## src/rtl/swfc_pkg.sv

```systemverilog
`timescale 1ns/1ps
package swfc_pkg;
  typedef enum logic [1:0] {
    FC_OFF      = 2'b00,
    FC_SINGLE   = 2'b01,
    FC_PAIR     = 2'b10,
    FC_PAIR_ALT = 2'b11
  } fc_mode_e;

  localparam int unsigned SEQ_RESUME = 0;
  localparam int unsigned SEQ_PAUSE  = 1;
  localparam int unsigned NUM_SEQ    = 2;
endpackage

```

## src/rtl/swfc_seq_match.sv

```systemverilog
`timescale 1ns/1ps
// One flow-control sequence matcher: single character or ordered pair.
module swfc_seq_match #(
  parameter int DW = 8
) (
  input  logic          clk,
  input  logic          rst,
  input  logic          single_en,
  input  logic          pair_en,
  input  logic          rx_valid,
  input  logic [DW-1:0] rx_byte,
  input  logic [DW-1:0] lead,
  input  logic [DW-1:0] trail,
  output logic          hit
);
  logic armed_q;

  always_comb begin
    hit = 1'b0;
    if (rx_valid) begin
      if (single_en)    hit = (rx_byte == lead);
      else if (pair_en) hit = armed_q && (rx_byte == trail);
    end
  end

  // Partial match is held across idle cycles; any valid byte re-evaluates it.
  always_ff @(posedge clk) begin
    if (rst || !pair_en)  armed_q <= 1'b0;
    else if (rx_valid)    armed_q <= (rx_byte == lead);
  end

  p_break_pair_r4: assert property (@(posedge clk) disable iff (rst)
    (pair_en && rx_valid && rx_byte != lead) |=> !armed_q);
endmodule

```

## src/rtl/swfc_gate.sv

```systemverilog
`timescale 1ns/1ps
// Pause state and the transmit gate.
module swfc_gate (
  input  logic clk,
  input  logic rst,
  input  logic fc_on,
  input  logic rx_valid,
  input  logic pause_hit,
  input  logic resume_hit,
  input  logic xon_any,
  input  logic tx_idle,
  output logic tx_go,
  output logic tx_halted
);
  logic paused_q, paused_nxt, halted_q;

  always_comb begin
    paused_nxt = paused_q;
    if (!fc_on)                                paused_nxt = 1'b0;
    else if (pause_hit)                        paused_nxt = 1'b1;
    else if (resume_hit)                       paused_nxt = 1'b0;
    else if (paused_q && xon_any && rx_valid)  paused_nxt = 1'b0;
  end

  always_ff @(posedge clk) begin
    if (rst) begin
      paused_q <= 1'b0;
      halted_q <= 1'b0;
    end else begin
      paused_q <= paused_nxt;
      halted_q <= paused_nxt && tx_idle;
    end
  end

  assign tx_go     = !paused_q;
  assign tx_halted = halted_q;

  p_pause_r3: assert property (@(posedge clk) disable iff (rst)
    (fc_on && pause_hit) |=> !tx_go);
  p_resume_r3: assert property (@(posedge clk) disable iff (rst)
    (resume_hit && !pause_hit) |=> tx_go);
  p_any_resumes_r6: assert property (@(posedge clk) disable iff (rst)
    (rx_valid && xon_any && !pause_hit) |=> tx_go);
  p_off_runs_r2: assert property (@(posedge clk) disable iff (rst)
    !fc_on |=> tx_go);
  p_halt_only_paused_r9: assert property (@(posedge clk) disable iff (rst)
    tx_halted |-> !tx_go);
endmodule

```

## src/rtl/swfc_irq.sv

```systemverilog
`timescale 1ns/1ps
// Pause-received status flag and its masked interrupt.
module swfc_irq (
  input  logic clk,
  input  logic rst,
  input  logic set,
  input  logic clr,
  input  logic irq_en,
  output logic flag,
  output logic irq
);
  logic flag_q, flag_nxt, irq_q;

  always_comb begin
    flag_nxt = flag_q;
    if (set)      flag_nxt = 1'b1;
    else if (clr) flag_nxt = 1'b0;
  end

  always_ff @(posedge clk) begin
    if (rst) begin
      flag_q <= 1'b0;
      irq_q  <= 1'b0;
    end else begin
      flag_q <= flag_nxt;
      irq_q  <= flag_nxt && irq_en;
    end
  end

  assign flag = flag_q;
  assign irq  = irq_q;

  p_set_wins_r7: assert property (@(posedge clk) disable iff (rst)
    set |=> flag);
  p_read_clears_r7: assert property (@(posedge clk) disable iff (rst)
    (clr && !set) |=> !flag);
  p_masked_r8: assert property (@(posedge clk) disable iff (rst)
    !irq_en |=> !irq);
endmodule

```

## src/rtl/xonxoff_flow_ctrl.sv

```systemverilog
`timescale 1ns/1ps
module xonxoff_flow_ctrl
  import swfc_pkg::*;
#(
  parameter int DW = 8
) (
  input  logic          clk,
  input  logic          rst,
  input  logic          rx_valid,
  input  logic [DW-1:0] rx_data,
  input  logic [1:0]    fc_mode,
  input  logic          xon_any,
  input  logic          xoff_irq_en,
  input  logic [DW-1:0] xon1_char,
  input  logic [DW-1:0] xon2_char,
  input  logic [DW-1:0] xoff1_char,
  input  logic [DW-1:0] xoff2_char,
  input  logic          tx_idle,
  input  logic          isr_rd,
  output logic          tx_go,
  output logic          tx_halted,
  output logic          rxf_wr,
  output logic [DW-1:0] rxf_data,
  output logic          xoff_seen,
  output logic          irq
);
  fc_mode_e mode;
  logic single_en, pair_en, fc_on, any_hit;
  logic [NUM_SEQ-1:0]         seq_hit;
  logic [NUM_SEQ-1:0][DW-1:0] lead_c, trail_c;
  logic          wr_q;
  logic [DW-1:0] data_q;

  assign mode      = fc_mode_e'(fc_mode);
  assign fc_on     = (mode != FC_OFF);
  assign single_en = (mode == FC_SINGLE);
  assign pair_en   = (mode == FC_PAIR) || (mode == FC_PAIR_ALT);

  assign lead_c[SEQ_RESUME]  = xon1_char;
  assign trail_c[SEQ_RESUME] = xon2_char;
  assign lead_c[SEQ_PAUSE]   = xoff1_char;
  assign trail_c[SEQ_PAUSE]  = xoff2_char;

  for (genvar g = 0; g < NUM_SEQ; g++) begin : g_seq
    swfc_seq_match #(.DW(DW)) i_match (
      .clk      (clk),
      .rst      (rst),
      .single_en(single_en),
      .pair_en  (pair_en),
      .rx_valid (rx_valid),
      .rx_byte  (rx_data),
      .lead     (lead_c[g]),
      .trail    (trail_c[g]),
      .hit      (seq_hit[g])
    );
  end

  assign any_hit = |seq_hit;

  swfc_gate i_gate (
    .clk       (clk),
    .rst       (rst),
    .fc_on     (fc_on),
    .rx_valid  (rx_valid),
    .pause_hit (seq_hit[SEQ_PAUSE]),
    .resume_hit(seq_hit[SEQ_RESUME]),
    .xon_any   (xon_any),
    .tx_idle   (tx_idle),
    .tx_go     (tx_go),
    .tx_halted (tx_halted)
  );

  swfc_irq i_irq (
    .clk   (clk),
    .rst   (rst),
    .set   (seq_hit[SEQ_PAUSE]),
    .clr   (isr_rd),
    .irq_en(xoff_irq_en),
    .flag  (xoff_seen),
    .irq   (irq)
  );

  // Forward everything except the byte that completes a match.
  always_ff @(posedge clk) begin
    if (rst) begin
      wr_q   <= 1'b0;
      data_q <= '0;
    end else begin
      wr_q <= rx_valid && !any_hit;
      if (rx_valid) data_q <= rx_data;
    end
  end

  assign rxf_wr   = wr_q;
  assign rxf_data = data_q;

  p_consume_r5: assert property (@(posedge clk) disable iff (rst)
    (rx_valid && any_hit) |=> !rxf_wr);
  p_forward_r5: assert property (@(posedge clk) disable iff (rst)
    (rx_valid && !any_hit) |=> (rxf_wr && rxf_data == $past(rx_data)));
  p_no_spurious_r5: assert property (@(posedge clk) disable iff (rst)
    !rx_valid |=> !rxf_wr);
endmodule

```

## config.mk

```make
export PLATFORM = sky130hd
export DESIGN_NAME = xonxoff_flow_ctrl
export DESIGN_NICKNAME = d
export VERILOG_FILES = /design/src/rtl/swfc_pkg.sv /design/src/rtl/swfc_seq_match.sv /design/src/rtl/swfc_gate.sv /design/src/rtl/swfc_irq.sv /design/src/rtl/xonxoff_flow_ctrl.sv
export SDC_FILE = /design/constraint.sdc
export NUM_CORES = 1
export LEC_CHECK = 0
export BUFFER_PORTS_ARGS = -buffer_cell sky130_fd_sc_hd__buf_2
export CAP_MARGIN = 20
export CORE_MARGIN = 3
export CORE_UTILIZATION = 43
export CTS_BUF_LIST = sky130_fd_sc_hd__clkbuf_4 sky130_fd_sc_hd__clkbuf_8
export CTS_CLUSTER_SIZE = 25
export DETAILED_ROUTE_END_ITERATION = 7
export PLACE_DENSITY = 0.78
export SLEW_MARGIN = 20
export SYNTH_ARGS = -nofsm -noshare
export SYNTH_HDL_FRONTEND = slang
export SYNTH_SLANG_ARGS = --single-unit
export TNS_END_PERCENT = 30
```

## constraint.sdc

```tcl
create_clock -name clk -period 1.75 [get_ports clk]
set_input_delay 0.0875 -clock clk [delete_from_list [all_inputs] [get_ports clk]]
set_output_delay 0.0875 -clock clk [all_outputs]
set_load 0.01 [all_outputs]
```

==> results of run 1 <==
## per-layer routing
| layer | vias up | track usage | share of wire | wire (um) |
|---|---|---|---|---|
| li1 | 477 | - | - | - |
| met1 | 431 | 0.224 | 0.40 | 1010 |
| met3 | 4 | 0.0394 | 0.073 | 184 |
| met5 | - | 0 | 0 | 0 |
| met4 | 0 | 0.0638 | 0.0099 | 25 |
| met2 | 38 | 0.341 | 0.51 | 1290 |
## worst min-delay path: cells and delay by family
family,cells,cell delay (ns)
buffers and inverters,2,0.15
AOI/OAI and AO/OA,1,0.03
## layout make-up
| cell class | instances | share of cell area |
|---|---|---|
| clock buffer | 4 | 0.0233 |
| sequential | 15 | 0.233 |
| multi-input combinational | 82 | 0.464 |
| inverter | 4 | 0.0116 |
| timing repair buffer | 62 | 0.242 |
| tap | 27 | 0.0262 |
## Yosys cell counts
| master | number |
|---|---|
| nor4bb_1 | 1 |
| mux2i_1 | 8 |
| nor3_1 | 1 |
| a211oi_2 | 1 |
| and3_1 | 1 |
| a41oi_1 | 1 |
| xor2_1 | 20 |
| nor2_1 | 11 |
| nand4b_1 | 1 |
| o31a_1 | 1 |
| nor2b_1 | 1 |
| a21boi_1 | 1 |
| dfxtp_1 | 15 |
| or4_1 | 1 |
| buf_1 | 1 |
| o22ai_1 | 1 |
| buf_2 | 8 |
| inv_1 | 4 |
| nor4_1 | 4 |
| nand3_1 | 4 |
| clkbuf_1 | 2 |
| a21oi_1 | 3 |
| nand2b_1 | 4 |
| nand2_1 | 3 |
| xnor2_1 | 12 |
| nand4_1 | 2 |
## final timing paths
check	start	to	slack, ns	cells after the start
max	g_seq[1].i_match.armed_q$_SDFFE_PP0P_	rxf_wr$_SDFF_PP0_	0.49	4
min	xoff_irq_en	i_irq.irq$_SDFF_PP0_	0.02	3
max reg2reg	g_seq[1].i_match.armed_q$_SDFFE_PP0P_	rxf_wr$_SDFF_PP0_	0.49	4
min reg2reg	g_seq[0].i_match.armed_q$_SDFFE_PP0P_	g_seq[0].i_match.armed_q$_SDFFE_PP0P_	0.48	2
## flip-flops by register name (all words and copies together), names as in the netlist
register / cells
i_irq.irq: 1
g_seq.i_match.armed_q: 2
rxf_wr: 1
i_irq.flag: 1
i_gate.tx_halted: 1
i_gate.paused_q: 1
rxf_data: 8
## through the flow
| step | util | hold WS [ns] | power, W | worst slack, ns |
|---|---|---|---|---|
| global placement | 0.617 | 0.313 | 0.000564 | 0.178 |
| global route | 0.632 | 0.0267 | 0.000818 | 0.397 |
| floorplan | - | 0.163 | 0.000485 | 0.380 |
| CTS | 0.632 | 0.0131 | 0.000783 | 0.484 |
| finish | 0.632 | 0.0234 | 0.000778 | 0.486 |
| detailed placement | 0.617 | 0.318 | 0.000568 | 0.189 |
## cell families (layout without fill, tap and decap cells)
group                  after synthesis  after routing
AO/OA/AOI/OAI                        8              8
buffers and inverters               15             70
multiplexers                         8              8
XOR/XNOR                            32             32
AND/OR/NAND/NOR                     34             34
flip-flops                          15             15
## power by group through the flow
stage | combinational, W | sequential, W | clock [W]
detailed placement | 0.000202 | 0.000366 | 0
global placement | 0.000198 | 0.000366 | 0
floorplan | 0.000112 | 0.000373 | 0
global route | 0.000222 | 0.000361 | 0.000236
finish | 0.000202 | 0.000359 | 0.000218
CTS | 0.000203 | 0.000359 | 0.000222
==> flow_metrics.py, run 1 <==
metrics = {
    "final_layout": {
        "nets": 217,
        "final_cells": 194,
        "layout_commonest_cell": "buf_2",
        "final_area_um2": 1290,
        "area_growth_pct": 33.7,
        "regArea_um2": 300,
        "diodes": 0,
        "fillers": 204,
        "layout-drive-gt1-share": 0.401,
        "layout_common_cells": "61 x buf_2, 20 x xor2_1, 15 x dfxtp_1",
        "multi_input_area_um2": 598,
    },
    "pwr": {
        "p_comb_frac": 0.259,
        "switching_share": 0.280,
        "leakage_nw": 0.635,
        "ir_drop_mv": 0.470,
        "p_int_w": 0.000560,
        "p_switching_w": 0.000218,
        "power_density_nw_per_um2": 603,
        "seqPwrFrac": 0.461,
        "clkPwrFrac": 0.280,
    },
    "run_status": {
        "status": "complete, no violations",
    },
    "setup_path": {
        "critPathTopFamily": "simple AND/OR/NAND/NOR gates",
        "worstPathArrival_ns": 1.43,
        "crit_chain": "nand3_1 -> or4_1 -> o31a_1 -> nor4bb_1",
        "worstPathMaxFanout": 5,
        "worstSetupPathType": "reg -> reg",
        "end_kind": "register",
        "crit_buf_inv": 0,
        "crit_slowest_cell": "or4_1",
        "worstPathRequired_ns": 1.92,
        "startpoint_type": "register",
        "crit_path_max_incr_delay_ns": 0.40,
    },
    "die": {
        "fp.dieArea_um2": 2850,
        "rows": 16,
        "initial_core_util": 0.472,
        "io_pins": 62,
        "die_h_um": 53.4,
        "coreArea_um2": 2040,
        "dieWidth_um": 53.4,
    },
    "placed_design": {
        "dpl.cell_count": 190,
        "place_congestion": 0.761,
        "port_buffers": 61,
        "place_area_um2": 1260,
        "dp_hpwl_mm": 2.09,
    },
    "synthesis": {
        "synthSimpleGateAreaFrac": 0.185,
        "synth.area.top_cells": "dfxtp_1 31%, xor2_1 18%, xnor2_1 11%, mux2i_1 8.3%, nor2_1 4.3%",
        "yosysSeqAreaShare": 0.311,
        "synth_compound_area_frac": 0.0610,
        "ys_warn_count": 0,
        "synthesis.nets": 161,
        "synthAdderAreaFrac": 0,
        "synthXorXnorAreaFrac": 0.291,
        "synth_top_area_frac": 0.311,
        "synthMuxAreaShare": 0.0830,
        "syn_avg_cell_area_um2": 8.61,
        "synth-seq-cells": 15,
        "ys_types": 26,
        "syn_inst": 112,
        "yosys.area.top_type": "dfxtp_1",
        "synth_top_family_by_area": "XOR/XNOR gates",
        "syn-cell-area_um2": 965,
    },
    "grt": {
        "grt_pass1_wl_mm": 3.97,
        "grt_overflow": 0,
        "antenna_found_initial": 0,
        "grt_pass1_vias": 981,
        "grt_max_degree": 15,
        "grt_use_total": 0.192,
    },
    "cts": {
        "clk_transition_reported_paths_ns": 0.09,
        "cts_hold_buffers": 0,
        "clock_latency_ns": 0.28,
        "clock-sinks": 15,
        "h-tree-depth": 1,
        "cts_root_buffer": "clkbuf_4",
        "cts_resized": 0,
        "cts.path.max_buffers": 2,
        "cts_made_buffers": 3,
        "post_cts.repair.setup_buffers": 0,
        "cts_tree": "built",
    },
    "routing": {
        "drc": 0,
        "viasPerCell": 4.90,
        "drt-total-wl_mm": 2.51,
        "wire_per_inst_um": 13.0,
        "num_vias": 950,
        "postRouteAntennaNets": 0,
        "drtPass1Iterations": 4,
        "drt_iter0_drc": 4,
    },
    "timing": {
        "rsz0062_at_grt": "false",
        "hold_viol": 0,
        "setup_viol": 0,
        "max_slew.worst_pin.slew_ns": 0.437,
        "fin_crit_sh": 0.723,
        "max_clock_freq_mhz": 791,
        "slew_headroom": 0.706,
        "maxSlewViolCount": 0,
        "fin_tns_setup_ns": 0,
        "fin_crit_ns": 1.26,
        "finClkSkew_ns": 0.00309,
    },
    "job": {
        "drv_cap": 0,
    },
    "worst_hold_path": {
        "hp-class": "in -> reg",
    },
}
(Power assumes the default switching activity.)
==> inputs of run 2 (changes only) <==
--- a/config.mk
+++ b/config.mk
@@ -8,11 +8,11 @@
 export BUFFER_PORTS_ARGS = -buffer_cell sky130_fd_sc_hd__buf_2
 export CAP_MARGIN = 20
 export CORE_MARGIN = 3
-export CORE_UTILIZATION = 43
+export CORE_UTILIZATION = 39
 export CTS_BUF_LIST = sky130_fd_sc_hd__clkbuf_4 sky130_fd_sc_hd__clkbuf_8
 export CTS_CLUSTER_SIZE = 25
 export DETAILED_ROUTE_END_ITERATION = 7
-export PLACE_DENSITY = 0.78
+export PLACE_DENSITY = 0.75
 export SLEW_MARGIN = 20
 export SYNTH_ARGS = -nofsm -noshare
 export SYNTH_HDL_FRONTEND = slang
==> constraint.sdc (replaced) <==
create_clock -name clk -period 1 [get_ports clk]
set_input_delay 0.05 -clock clk [delete_from_list [all_inputs] [get_ports clk]]
set_output_delay 0.05 -clock clk [all_outputs]
set_load 0.01 [all_outputs]
==> flow_metrics.py, run 2 (synthesis gave the netlist of run 1 again) <==
metrics = {
    "run_status": {
        "status": "finished with violations",
        "violations": "setup timing",
    },
    "die": {
        "dieWidth_um": 55.7,
        "coreArea_um2": 2280,
        "die_h_um": 55.7,
        "rows": 17,
        "io_pins": 62,
        "fp.dieArea_um2": 3110,
        "initial_core_util": 0.424,
    },
    "setup_path": {
        "end_kind": "register",
        "crit_buf_inv": 0,
        "worstPathRequired_ns": 1.16,
        "worstPathMaxFanout": 5,
        "critPathTopFamily": "simple AND/OR/NAND/NOR gates",
        "crit_path_max_incr_delay_ns": 0.52,
        "worstPathArrival_ns": 1.51,
        "startpoint_type": "register",
        "crit_chain": "nand3_2 -> or4_1 -> o31a_1 -> nor4bb_1",
        "crit_slowest_cell": "or4_1",
        "worstSetupPathType": "reg -> reg",
    },
    "grt": {
        "antenna_found_initial": 0,
        "grt_use_total": 0.169,
        "grt_overflow": 0,
        "grt_pass1_vias": 1011,
        "grt_pass1_wl_mm": 4.28,
        "grt_max_degree": 15,
    },
    "final_layout": {
        "fillers": 191,
        "layout_common_cells": "61 x buf_2, 20 x xor2_1, 14 x dfxtp_1",
        "diodes": 0,
        "layout-drive-gt1-share": 0.467,
        "final_area_um2": 1420,
        "area_growth_pct": 47.2,
        "layout_commonest_cell": "buf_2",
        "nets": 230,
        "largest_register_ffs": 8,
        "final_cells": 208,
    },
    "timing": {
        "finClkSkew_ns": 0.00118,
        "rsz0062_at_grt": "true",
        "setup_viol": 5,
        "fin_crit_sh": 1.35,
        "max_slew.worst_pin.slew_ns": 0.290,
        "hold_viol": 0,
        "maxSlewViolCount": 0,
        "setup_ws_ns": -0.350,
        "fin_crit_ns": 1.35,
        "max_clock_freq_mhz": 741,
        "fin_tns_setup_ns": -1.62,
        "slew_headroom": 0.805,
    },
    "pwr": {
        "ir_drop_mv": 0.525,
        "leakage_nw": 0.710,
        "power_density_nw_per_um2": 984,
    },
    "placed_design": {
        "port_buffers": 61,
        "dp_slack_ns": -0.440,
        "place_congestion": 0.762,
        "dpl.cell_count": 202,
        "place_area_um2": 1370,
        "dp_hpwl_mm": 2.17,
    },
    "routing": {
        "drt_iter0_drc": 8,
        "num_vias": 984,
        "viasPerCell": 4.73,
        "drtPass1Iterations": 4,
        "postRouteAntennaNets": 0,
        "drt-total-wl_mm": 2.56,
        "drc": 0,
        "wire_per_inst_um": 12.3,
    },
    "cts": {
        "cts_tree": "built",
        "cts.path.max_buffers": 2,
        "h-tree-depth": 1,
        "clock_latency_ns": 0.27,
        "clock-sinks": 15,
        "cts_made_buffers": 3,
        "cts_root_buffer": "clkbuf_4",
        "clk_transition_reported_paths_ns": 0.09,
    },
    "job": {
        "drv_cap": 0,
    },
    "worst_hold_path": {
        "hp-class": "in -> reg",
    },
}
==> run 2: power breakdown <==
| group | switching (W) | internal, W | leakage (nW) |
|---|---|---|---|
| registers | 0.00000990 | 0.000618 | 0.123 |
| clock network | 0.000191 | 0.000181 | 0.0184 |
| logic | 0.000181 | 0.000216 | 0.568 |
| total | 0.000382 | 0.00102 | 0.710 |
==> run 2: path summary, 6_finish.rpt <==
| check | startpoint | end | slack [ns] | depth (start not counted) |
|---|---|---|---|---|
| min | tx_idle | i_gate.tx_halted$_SDFF_PP0_ | 0.003 | 3 |
| max | g_seq[1].i_match.armed_q$_SDFFE_PP0P_ | rxf_wr$_SDFF_PP0_ | -0.35 | 4 |
| min reg2reg | g_seq[0].i_match.armed_q$_SDFFE_PP0P_ | g_seq[0].i_match.armed_q$_SDFFE_PP0P_ | 0.49 | 2 |
| max reg2reg | g_seq[1].i_match.armed_q$_SDFFE_PP0P_ | rxf_wr$_SDFF_PP0_ | -0.35 | 4 |
==> run 2: final cells by class <==
class                      instances  area [um2]  area share
multi-input combinational         82         626       0.441
tap                               28        35.0      0.0247
clock buffer                       4        30.0      0.0211
inverter                           4        15.0      0.0106
timing repair buffer              75         413       0.291
sequential                        15         302       0.212
==> run 2: timing repair <==
item / 4_1_cts / 5_1_grt
buffers inserted: 0 / 1
hold buffers: 1 / 0
pin swaps: 3 / 0
gates resized for setup: 1 / 0
endpoints found under the setup margin: 5 / 5
endpoints found under the hold margin: 1 / 0
==> run 2: layer usage <==
layer | track usage | wire [um] | up-vias
met5 | 0 | 0 | -
met2 | 0.301 | 1300 | 34
li1 | - | - | 507
met3 | 0.0371 | 175 | 2
met4 | 0.0417 | 14 | 0
met1 | 0.205 | 1070 | 441
==> run 2: worst min-delay path, cell delays in order <==
cell,delay (ns)
buf_2,0.10
nand2_1,0.05
a21oi_1,0.04
==> run 2: metrics by stage <==
stage	utilization	power (W)	hold WS, ns
global route	0.624	0.00147	0.0207
detailed placement	0.601	0.00104	0.286
finish	0.624	0.00140	0.00251
global placement	0.601	0.00103	0.280
floorplan	-	0.000866	0.126
CTS	0.621	0.00141	0.00409
